==> config.mk <==
export PLATFORM = sky130hd
export DESIGN_NAME = tmr_xint_ctl
export DESIGN_NICKNAME = d
export VERILOG_FILES = /design/src/rtl/tmr_xint_pkg.sv /design/src/rtl/tmr_xint_sync.sv /design/src/rtl/tmr_xint_flag.sv /design/src/rtl/tmr_xint_ctl.sv
export SDC_FILE = /design/constraint.sdc
export NUM_CORES = 1
export LEC_CHECK = 0
export CORE_MARGIN = 2
export CORE_UTILIZATION = 40
export DETAILED_ROUTE_END_ITERATION = 16
export DONT_BUFFER_PORTS = 1
export PLACE_DENSITY_LB_ADDON = 0.2
export SLEW_MARGIN = 25
export SYNTH_ARGS = -nofsm -noshare
export SYNTH_HDL_FRONTEND = slang
export SYNTH_SLANG_ARGS = --single-unit
==> constraint.sdc <==
create_clock -name clk -period 0.8 [get_ports clk]
set_input_delay 0.12 -clock clk [delete_from_list [all_inputs] [get_ports clk]]
set_output_delay 0.12 -clock clk [all_outputs]
set_load 0.02 [all_outputs]
==> src/rtl/tmr_xint_pkg.sv <==
package tmr_xint_pkg;
    localparam int NCH = 2;
    localparam int REG_W = 8;

    typedef enum logic {
        FL_IDLE = 1'b0,
        FL_PEND = 1'b1
    } flag_st_t;

    // Bit positions are fixed by the software view of the byte.
    function automatic int pos_tpend(input int n);
        return 5 + 2 * n;
    endfunction
    function automatic int pos_trun(input int n);
        return 4 + 2 * n;
    endfunction
    function automatic int pos_xpend(input int n);
        return 1 + 2 * n;
    endfunction
    function automatic int pos_xmode(input int n);
        return 2 * n;
    endfunction
endpackage

==> src/rtl/tmr_xint_sync.sv <==
module tmr_xint_sync #(
    parameter int  STAGES  = 2,
    parameter logic RST_VAL = 1'b1
) (
    input  logic clk,
    input  logic rst_n,
    input  logic pin_i,
    output logic sync_o,
    output logic fall_o
);
    localparam int LAST = STAGES - 1;

    logic [LAST:0] chain_q;
    logic          prev_q;

    always_ff @(posedge clk) begin
        if (!rst_n) begin
            chain_q <= {STAGES{RST_VAL}};
            prev_q  <= RST_VAL;
        end else begin
            chain_q <= {chain_q[LAST-1:0], pin_i};
            prev_q  <= chain_q[LAST];
        end
    end

    assign sync_o = chain_q[LAST];
    assign fall_o = prev_q & ~chain_q[LAST];
endmodule

==> src/rtl/tmr_xint_flag.sv <==
module tmr_xint_flag
    import tmr_xint_pkg::*;
(
    input  logic clk,
    input  logic rst_n,
    input  logic follow_en,
    input  logic follow_val,
    input  logic hw_set,
    input  logic sw_wr,
    input  logic sw_val,
    input  logic ack,
    output logic pend
);
    flag_st_t state_q, state_d;

    always_ff @(posedge clk) begin
        if (!rst_n) state_q <= FL_IDLE;
        else        state_q <= state_d;
    end

    always_comb begin
        state_d = state_q;
        if (follow_en) begin
            state_d = follow_val ? FL_PEND : FL_IDLE;
        end else begin
            unique case (state_q)
                FL_IDLE: begin
                    if (hw_set)                state_d = FL_PEND;
                    else if (sw_wr && sw_val)  state_d = FL_PEND;
                end
                FL_PEND: begin
                    if (hw_set)                state_d = FL_PEND;
                    else if (sw_wr)            state_d = sw_val ? FL_PEND : FL_IDLE;
                    else if (ack)              state_d = FL_IDLE;
                end
                default:                       state_d = FL_IDLE;
            endcase
        end
    end

    always_comb begin
        pend = (state_q == FL_PEND);
    end

    p_hw_set_wins_r6: assert property (@(posedge clk) disable iff (!rst_n)
        (hw_set && !follow_en) |=> pend);

    // Also guards R10 for the external channels.
    p_ack_clears_r5: assert property (@(posedge clk) disable iff (!rst_n)
        (ack && !hw_set && !sw_wr && !follow_en) |=> !pend);

    p_follow_pin_r11: assert property (@(posedge clk) disable iff (!rst_n)
        follow_en |=> (pend == $past(follow_val)));
endmodule

==> src/rtl/tmr_xint_ctl.sv <==
module tmr_xint_ctl
    import tmr_xint_pkg::*;
#(
    parameter int SYNC_STAGES = 2
) (
    input  logic             clk,
    input  logic             rst_n,
    input  logic             wr_en,
    input  logic [REG_W-1:0] wr_data,
    input  logic             rd_en,
    output logic [REG_W-1:0] rd_data,
    input  logic [NCH-1:0]   tmr_ovf,
    input  logic [NCH-1:0]   tmr_ack,
    input  logic [NCH-1:0]   xint_n,
    input  logic [NCH-1:0]   xint_ack,
    output logic [NCH-1:0]   tmr_run,
    output logic [NCH-1:0]   tmr_pend,
    output logic [NCH-1:0]   xint_pend
);
    logic [NCH-1:0] run_q;
    logic [NCH-1:0] mode_q;
    logic [NCH-1:0] pin_s;
    logic [NCH-1:0] pin_fall;
    logic [REG_W-1:0] view;

    genvar n;
    generate
        for (n = 0; n < NCH; n++) begin : g_ch
            always_ff @(posedge clk) begin
                if (!rst_n) begin
                    run_q[n]  <= 1'b0;
                    mode_q[n] <= 1'b0;
                end else if (wr_en) begin
                    run_q[n]  <= wr_data[pos_trun(n)];
                    mode_q[n] <= wr_data[pos_xmode(n)];
                end
            end

            tmr_xint_sync #(.STAGES(SYNC_STAGES), .RST_VAL(1'b1)) u_sync (
                .clk    (clk),
                .rst_n  (rst_n),
                .pin_i  (xint_n[n]),
                .sync_o (pin_s[n]),
                .fall_o (pin_fall[n])
            );

            tmr_xint_flag u_tflag (
                .clk        (clk),
                .rst_n      (rst_n),
                .follow_en  (1'b0),
                .follow_val (1'b0),
                .hw_set     (tmr_ovf[n]),
                .sw_wr      (wr_en),
                .sw_val     (wr_data[pos_tpend(n)]),
                .ack        (tmr_ack[n]),
                .pend       (tmr_pend[n])
            );

            tmr_xint_flag u_xflag (
                .clk        (clk),
                .rst_n      (rst_n),
                .follow_en  (~mode_q[n]),
                .follow_val (~pin_s[n]),
                .hw_set     (pin_fall[n]),
                .sw_wr      (wr_en),
                .sw_val     (wr_data[pos_xpend(n)]),
                .ack        (xint_ack[n]),
                .pend       (xint_pend[n])
            );

            always_comb begin
                view[pos_tpend(n)] = tmr_pend[n];
                view[pos_trun(n)]  = run_q[n];
                view[pos_xpend(n)] = xint_pend[n];
                view[pos_xmode(n)] = mode_q[n];
            end

            p_run_load_r3: assert property (@(posedge clk) disable iff (!rst_n)
                wr_en |=> (tmr_run[n] == $past(wr_data[pos_trun(n)])));

            p_mode_load_r12: assert property (@(posedge clk) disable iff (!rst_n)
                wr_en |=> (mode_q[n] == $past(wr_data[pos_xmode(n)])));

            p_fall_sets_r9: assert property (@(posedge clk) disable iff (!rst_n)
                (mode_q[n] && pin_fall[n]) |=> xint_pend[n]);
        end
    endgenerate

    assign tmr_run = run_q;
    assign rd_data = rd_en ? view : '0;
endmodule

==> results of run 1 <==
-- through the flow --
| step | cells | setup slack, ns |
|---|---|---|
| 6_report | 84 | -0.182 |
| 3_3_place_gp | 74 | -0.0198 |
| 3_5_place_dp | 74 | -0.0520 |
| 4_1_cts | 82 | -0.188 |
| 5_1_grt | 84 | -0.212 |
| 2_1_floorplan | 58 | -0.0135 |
-- metal layers --
layer | vias up | track usage
met5 | - | 0
met4 | 0 | 0.0938
met3 | 4 | 0.0302
met2 | 23 | 0.185
met1 | 196 | 0.154
li1 | 210 | -
-- critical path, stage by stage (launching register included) --
cell,delay (ns)
dfxtp_2,0.34
buf_6,0.09
and2_4,0.16
-- cell type report --
cell class,count,area [um^2]
fill,113,518
multi-input combinational,38,333
sequential,14,290
timing repair buffer,13,138
clock buffer,4,36.3
tap,15,18.8
-- placed cells by master (no fill, tap or decap), drive strengths merged --
cell type	instances
o21ai	2
dlymetal6s4s	1
dlygate4sd3	2
nor2	1
or3b	1
dfxtp	14
and2	8
a221oi	1
a21oi	1
a21boi	1
mux2i	4
nor2b	7
clkbuf	4
nand3	2
nand2b	6
o21a	2
nor4bb	2
buf	10
-- how the worst max path moves through the flow --
stage,slack (ns),to
2_1_floorplan,-0.01,g_ch[1].u_tflag.pend$_SDFF_PN0_
3_3_place_gp,-0.02,g_ch[1].u_tflag.pend$_SDFF_PN0_
3_5_place_dp,-0.05,g_ch[1].u_tflag.pend$_SDFF_PN0_
4_1_cts,-0.19,rd_data[7]
5_1_grt,-0.21,rd_data[7]
6_report,-0.18,rd_data[7]
-- power by group --
| group | switching, uW | internal, uW | leakage (uW) | total (uW) |
|---|---|---|---|---|
| clock network | 217 | 276 | 0.0000210 | 493 |
| registers | 25.9 | 737 | 0.000118 | 763 |
| logic | 84.0 | 128 | 0.000204 | 212 |
-- kinds of logic (layout without fill, tap and decap cells) --
kind of cell,Yosys count,after routing
and+or+nand+nor,27,27
DFF,14,14
AOI/OAI and AO/OA,7,7
buffers and inverters,6,17
muxes,4,4
-- registers in the layout, summed over array words and instances, names as in the netlist --
signal,count
g_ch.u_sync.chain_q,4
g_ch.u_sync.prev_q,2
g_ch.u_tflag.pend,2
g_ch.u_xflag.pend,2
mode_q,2
tmr_run,2
-- repair_timing --
| action | in CTS | in global routing |
|---|---|---|
| pin swaps | 5 | 5 |
| buffers inserted | 1 | 2 |
| setup endpoints to repair | 17 | 28 |
| gates resized for setup | 32 | 7 |
| hold endpoints to repair | 14 | 0 |
| hold buffers | 3 | 0 |
==> flow_summary_export.csv, run 1 <==
group,metric,value,unit
critical_path,critPathArrivalTime,0.86,ns
min_path,hp-start,"tmr_ovf[0]",
power,cellPowerDensity,1800,nW/um^2
drt,wl_met2,552,um
drt,wl_met3,92,um
drt,drt-vias-per-instance,5.15,
min_path,hold_path_end,"g_ch[0].u_tflag.pend$_SDFF_PN0_",
timing,hold_violations,1,
floorplanning,io_pins,34,
floorplanning,rows,13,
critical_path,cp-startpoint,"g_ch[1].u_tflag.pend$_SDFF_PN0_",
synthesis,synth_area_leaders,"dfxtp_1 48%, and2_1 8.5%, nor2b_1 7.5%",
floorplanning,die_x,42.3,um
synthesis,syn-cell-area,586,um^2
critical_path,r2r_end,"g_ch[1].u_tflag.pend$_SDFF_PN0_",
job,cap_violations,0,
drt,drc,0,
critical_path,path_class,"register to output pin",
power,leakage,0.000343,uW
status,status,"finished, violations left",
cells_and_area,fin_area,816,um^2
synthesis,synth_top_family_by_area,"simple AND/OR/NAND/NOR gates",
drt,dr.first_iter.drc_count,4,
synthesis,ys.flop_type,"dfxtp_1",
critical_path,r2r-start,"g_ch[1].u_tflag.pend$_SDFF_PN0_",
synthesis,synth_xor_area_frac,0,
clocking,numCtsBuffers,3,
critical_path,cp-start-kind,"register",
timing,fmax,1020,MHz
cells_and_area,drive_above_1_share,0.522,
critical_path,crit_path_max_fanout,2,
clocking,clkLatencyLatePin,0.27,ns
drt,drt-total-wl,1110,um
cells_and_area,fin_nets,90,
synthesis,synthTopCellsByCount,"14 x dfxtp_1, 8 x and2_1, 7 x nor2b_1",
drt,top_layer,"met4",
floorplanning,core_area,1330,um^2
min_path,hold_path.class,"input port to register",
power,total_power,1470,uW
timing,tightestPinTransition,0.431,ns
timing,tns,-1.68,ns
global_routing,grt_usage,0.125,
synthesis,async_flop_share,0,
synthesis,synth-adder-area-share,0,
floorplanning,initial_utilization,0.439,
min_path,whs_path_depth,2,
placed_design,io_buffers,0,
synthesis,yosysMostFrequentCell,"dfxtp_1",
synthesis,yosysTopAreaCell,"dfxtp_1",
synthesis,synthMuxAreaShare,0.0684,
drt,wl_met1,448,um
clocking,cts_tree,"yes",
clocking,clkTransAtPathRegs,0.09,ns
timing,layout_setup_ws,-0.182,ns
cells_and_area,areaGrowthSynthToFinish,39.3,%
synthesis,yosys.area_share.simple,0.297,
synthesis,synth_cell_type_count,17,
critical_path,required,0.68,ns
clocking,cts_buffer_depth,2,
timing,report.final.slew_viol_count,0,
synthesis,yosysWarnings,0,
drt,wire_per_inst,13.3,um
critical_path,cp-end-kind,"output pin",
drt,ant_nets,0,
clocking,htree_num_levels,1,
global_routing,grt_overflow,0,
synthesis,ys_ff_latch,14,
placed_design,place.gp.congestion,0.705,
synthesis,synth-compound-area-share,0.0791,
drt,first_pass_iters,4,
synthesis,synth.avg_cell_area,10.1,um^2
power,ir_drop,859,uV
synthesis,synth_top_area_frac,0.479,
timing,timing.hold.ws,-0.0217,ns
timing,period_needed,0.982,ns
global_routing,grt_pass1_vias,383,
floorplanning,die_h,42.3,um
cells_and_area,antenna_cells,0,
timing,finalSetupViolCount,17,
global_routing,grt_pass1_wl,1670,um
clocking,cts.sinks,14,
drt,vias,433,
timing,slew-limit-headroom,0.713,
clocking,cts_root_buf,"clkbuf_4",
synthesis,syn_inst,58,
timing,finalClockSkew,0.00664,ns
timing,rsz0062_at_grt,"yes",
synthesis,syn-num-nets,78,
critical_path,r2r_slack,-0.09,ns
floorplanning,design.die.area,1790,um^2
status,violations,"negative hold slack, negative setup slack",
synthesis,yosysSeqAreaShare,0.479,
global_routing,grt_start_max_net_pins,15,
placed_design,place_area,617,um^2
synthesis,synth-edff-count,0,
critical_path,reg2regPathDepth,2,
timing,finalCritPeriodShare,1.23,
global_routing,antenna_found_initial,0,
cells_and_area,final_core_util,0.612,
Power figures use the tool's default switching activity.
==> run 2: changes to the inputs <==
- GPL_TIMING_DRIVEN: default -> 0
- RECOVER_POWER: default -> 25
==> run 2 against run 1 <==
  * The flow finishes with violations (negative setup slack)
  * Maximum frequency rose by 2.8%
  * Setup slack gained 0.027 ns
  * Power fell by 9.5%
  * Count of clock-buffer cells in the layout down 1
  * Largest power group unchanged
  * Highest routed layer unchanged
==> flow_summary_export.csv, run 2 (synthesis results as in run 1) <==
group,metric,value,unit
status,status,"finished, violations left",
status,violations,"negative setup slack",
clocking,htree_num_levels,1,
drt,drt-vias-per-instance,5.23,
timing,layout_setup_ws,-0.155,ns
cells_and_area,fin_nets,88,
critical_path,critPathArrivalTime,0.84,ns
drt,drc,0,
critical_path,cp-startpoint,"tmr_run[0]$_SDFFE_PN0P_",
critical_path,path_buf_inv,0,
job,cap_violations,0,
critical_path,path_class,"register to output pin",
global_routing,grt_overflow,0,
drt,ant_nets,0,
floorplanning,initial_utilization,0.439,
timing,rsz0062_at_grt,"yes",
placed_design,place.gp.congestion,0.709,
placed_design,place_ws,-0.0477,ns
timing,hold_violations,0,
cells_and_area,antenna_cells,0,
global_routing,antenna_found_initial,0,
floorplanning,rows,13,
global_routing,grt_usage,0.122,
timing,finalSetupViolCount,15,
critical_path,required,0.68,ns
timing,report.final.slew_viol_count,0,
global_routing,grt_pass1_wl,1590,um
clocking,clkTransAtPathRegs,0.07,ns
clocking,numCtsBuffers,3,
placed_design,io_buffers,0,
timing,slew-limit-headroom,0.744,
timing,finalClockSkew,0.00160,ns
clocking,cts_buffer_depth,2,
cells_and_area,areaGrowthSynthToFinish,31.8,%
clocking,cts.sinks,14,
critical_path,worstPathCellList,"and2_4",
global_routing,grt_start_max_net_pins,11,
critical_path,crit_path_end,"rd_data[4]",
power,total_power,1330,uW
cells_and_area,final_core_util,0.579,
cells_and_area,fin_area,772,um^2
floorplanning,core_area,1330,um^2
cells_and_area,largest_reg_flops,4,
critical_path,cp-start-kind,"register",
critical_path,cp_num_cells,1,
global_routing,grt_pass1_vias,389,
cells_and_area,multi_input_area,324,um^2
clocking,cts_tree,"yes",
cells_and_area,fillers,117,
floorplanning,die_h,42.3,um
cells_and_area,drive_above_1_share,0.439,
drt,wire_per_inst,12.7,um
timing,fmax,1050,MHz
drt,vias,424,
floorplanning,design.die.area,1790,um^2
power,cellPowerDensity,1720,nW/um^2
clocking,clkLatencyLatePin,0.27,ns
critical_path,cp-end-kind,"output pin",
cells_and_area,final_common_cell,"and2_4",
min_path,hp-start,"wr_data[5]",
critical_path,slowest_stage,"dfxtp_4",
timing,period_needed,0.955,ns
timing,finalCritPeriodShare,1.19,
critical_path,r2r_slack,-0.07,ns
floorplanning,io_pins,34,
placed_design,dp_cells,73,
min_path,hold_path.class,"input port to register",
critical_path,r2r-start,"g_ch[1].u_tflag.pend$_SDFF_PN0_",
cells_and_area,regArea,295,um^2
critical_path,critPathMaxStageDelay,0.39,ns
critical_path,r2r_end,"g_ch[1].u_tflag.pend$_SDFF_PN0_",
floorplanning,die_x,42.3,um
cells_and_area,regMostFlops,"g_ch.u_sync.chain_q",
drt,drt-total-wl,1030,um
drt,first_pass_iters,4,
clocking,cts_root_buf,"clkbuf_4",
cells_and_area,finalNonFillerCells,81,
critical_path,crit_path_max_fanout,3,
critical_path,reg2regPathDepth,2,
timing,tightestPinTransition,0.384,ns
drt,dr.first_iter.drc_count,7,
placed_design,place_area,609,um^2
critical_path,critPathTopFamily,"flip-flops",
power,leakage,0.000307,uW
power,ir_drop,1190,uV
run 2: timing repair:
action,4_1_cts,5_1_grt
hold buffers,3,1
resized for setup,28,6
setup endpoints to repair,17,19
hold endpoints to repair,6,1
pin swaps,4,2
buffers inserted,1,0
run 2: layout make-up:
| type | instances | area share |
|---|---|---|
| Sequential cell | 14 | 0.382 |
| Clock buffer | 3 | 0.0292 |
| Multi-Input combinational cell | 38 | 0.420 |
| Buffer | 6 | 0.0778 |
| Timing Repair Buffer | 5 | 0.0665 |
| Tap cell | 15 | 0.0243 |
run 2: worst min-delay path by stage:
stage,depth (start not counted),slack [ns],endpoint
after global routing,2,0.008,tmr_run[0]$_SDFFE_PN0P_
final,2,0.02,g_ch[0].u_tflag.pend$_SDFF_PN0_
after detailed placement,1,0.20,g_ch[0].u_sync.chain_q[0]$_SDFF_PN1_
after floorplan,1,0.19,g_ch[0].u_sync.prev_q$_SDFF_PN1_
after global placement,1,0.19,g_ch[0].u_sync.prev_q$_SDFF_PN1_
after CTS,2,-0.002,g_ch[0].u_tflag.pend$_SDFF_PN0_
run 2: power breakdown:
part           switching, uW  internal (uW)
Sequential              33.5            733
Clock                    193            174
Combinational           83.0            111
run 2: layer usage:
metal	part of all wire	GRT usage
met4	0.012	0.0563
met1	0.41	0.134
met3	0.098	0.0776
met5	0	0
met2	0.48	0.185
run 2: stage by stage:
| stage | hold WS, ns | TNS (ns) |
|---|---|---|
| after floorplan | 0.193 | -0.0135 |
| after global placement | 0.195 | -0.105 |
| after detailed placement | 0.197 | -0.134 |
| after CTS | -0.00207 | -1.42 |
| after global routing | 0.00825 | -2.14 |
| final | 0.0175 | -1.39 |
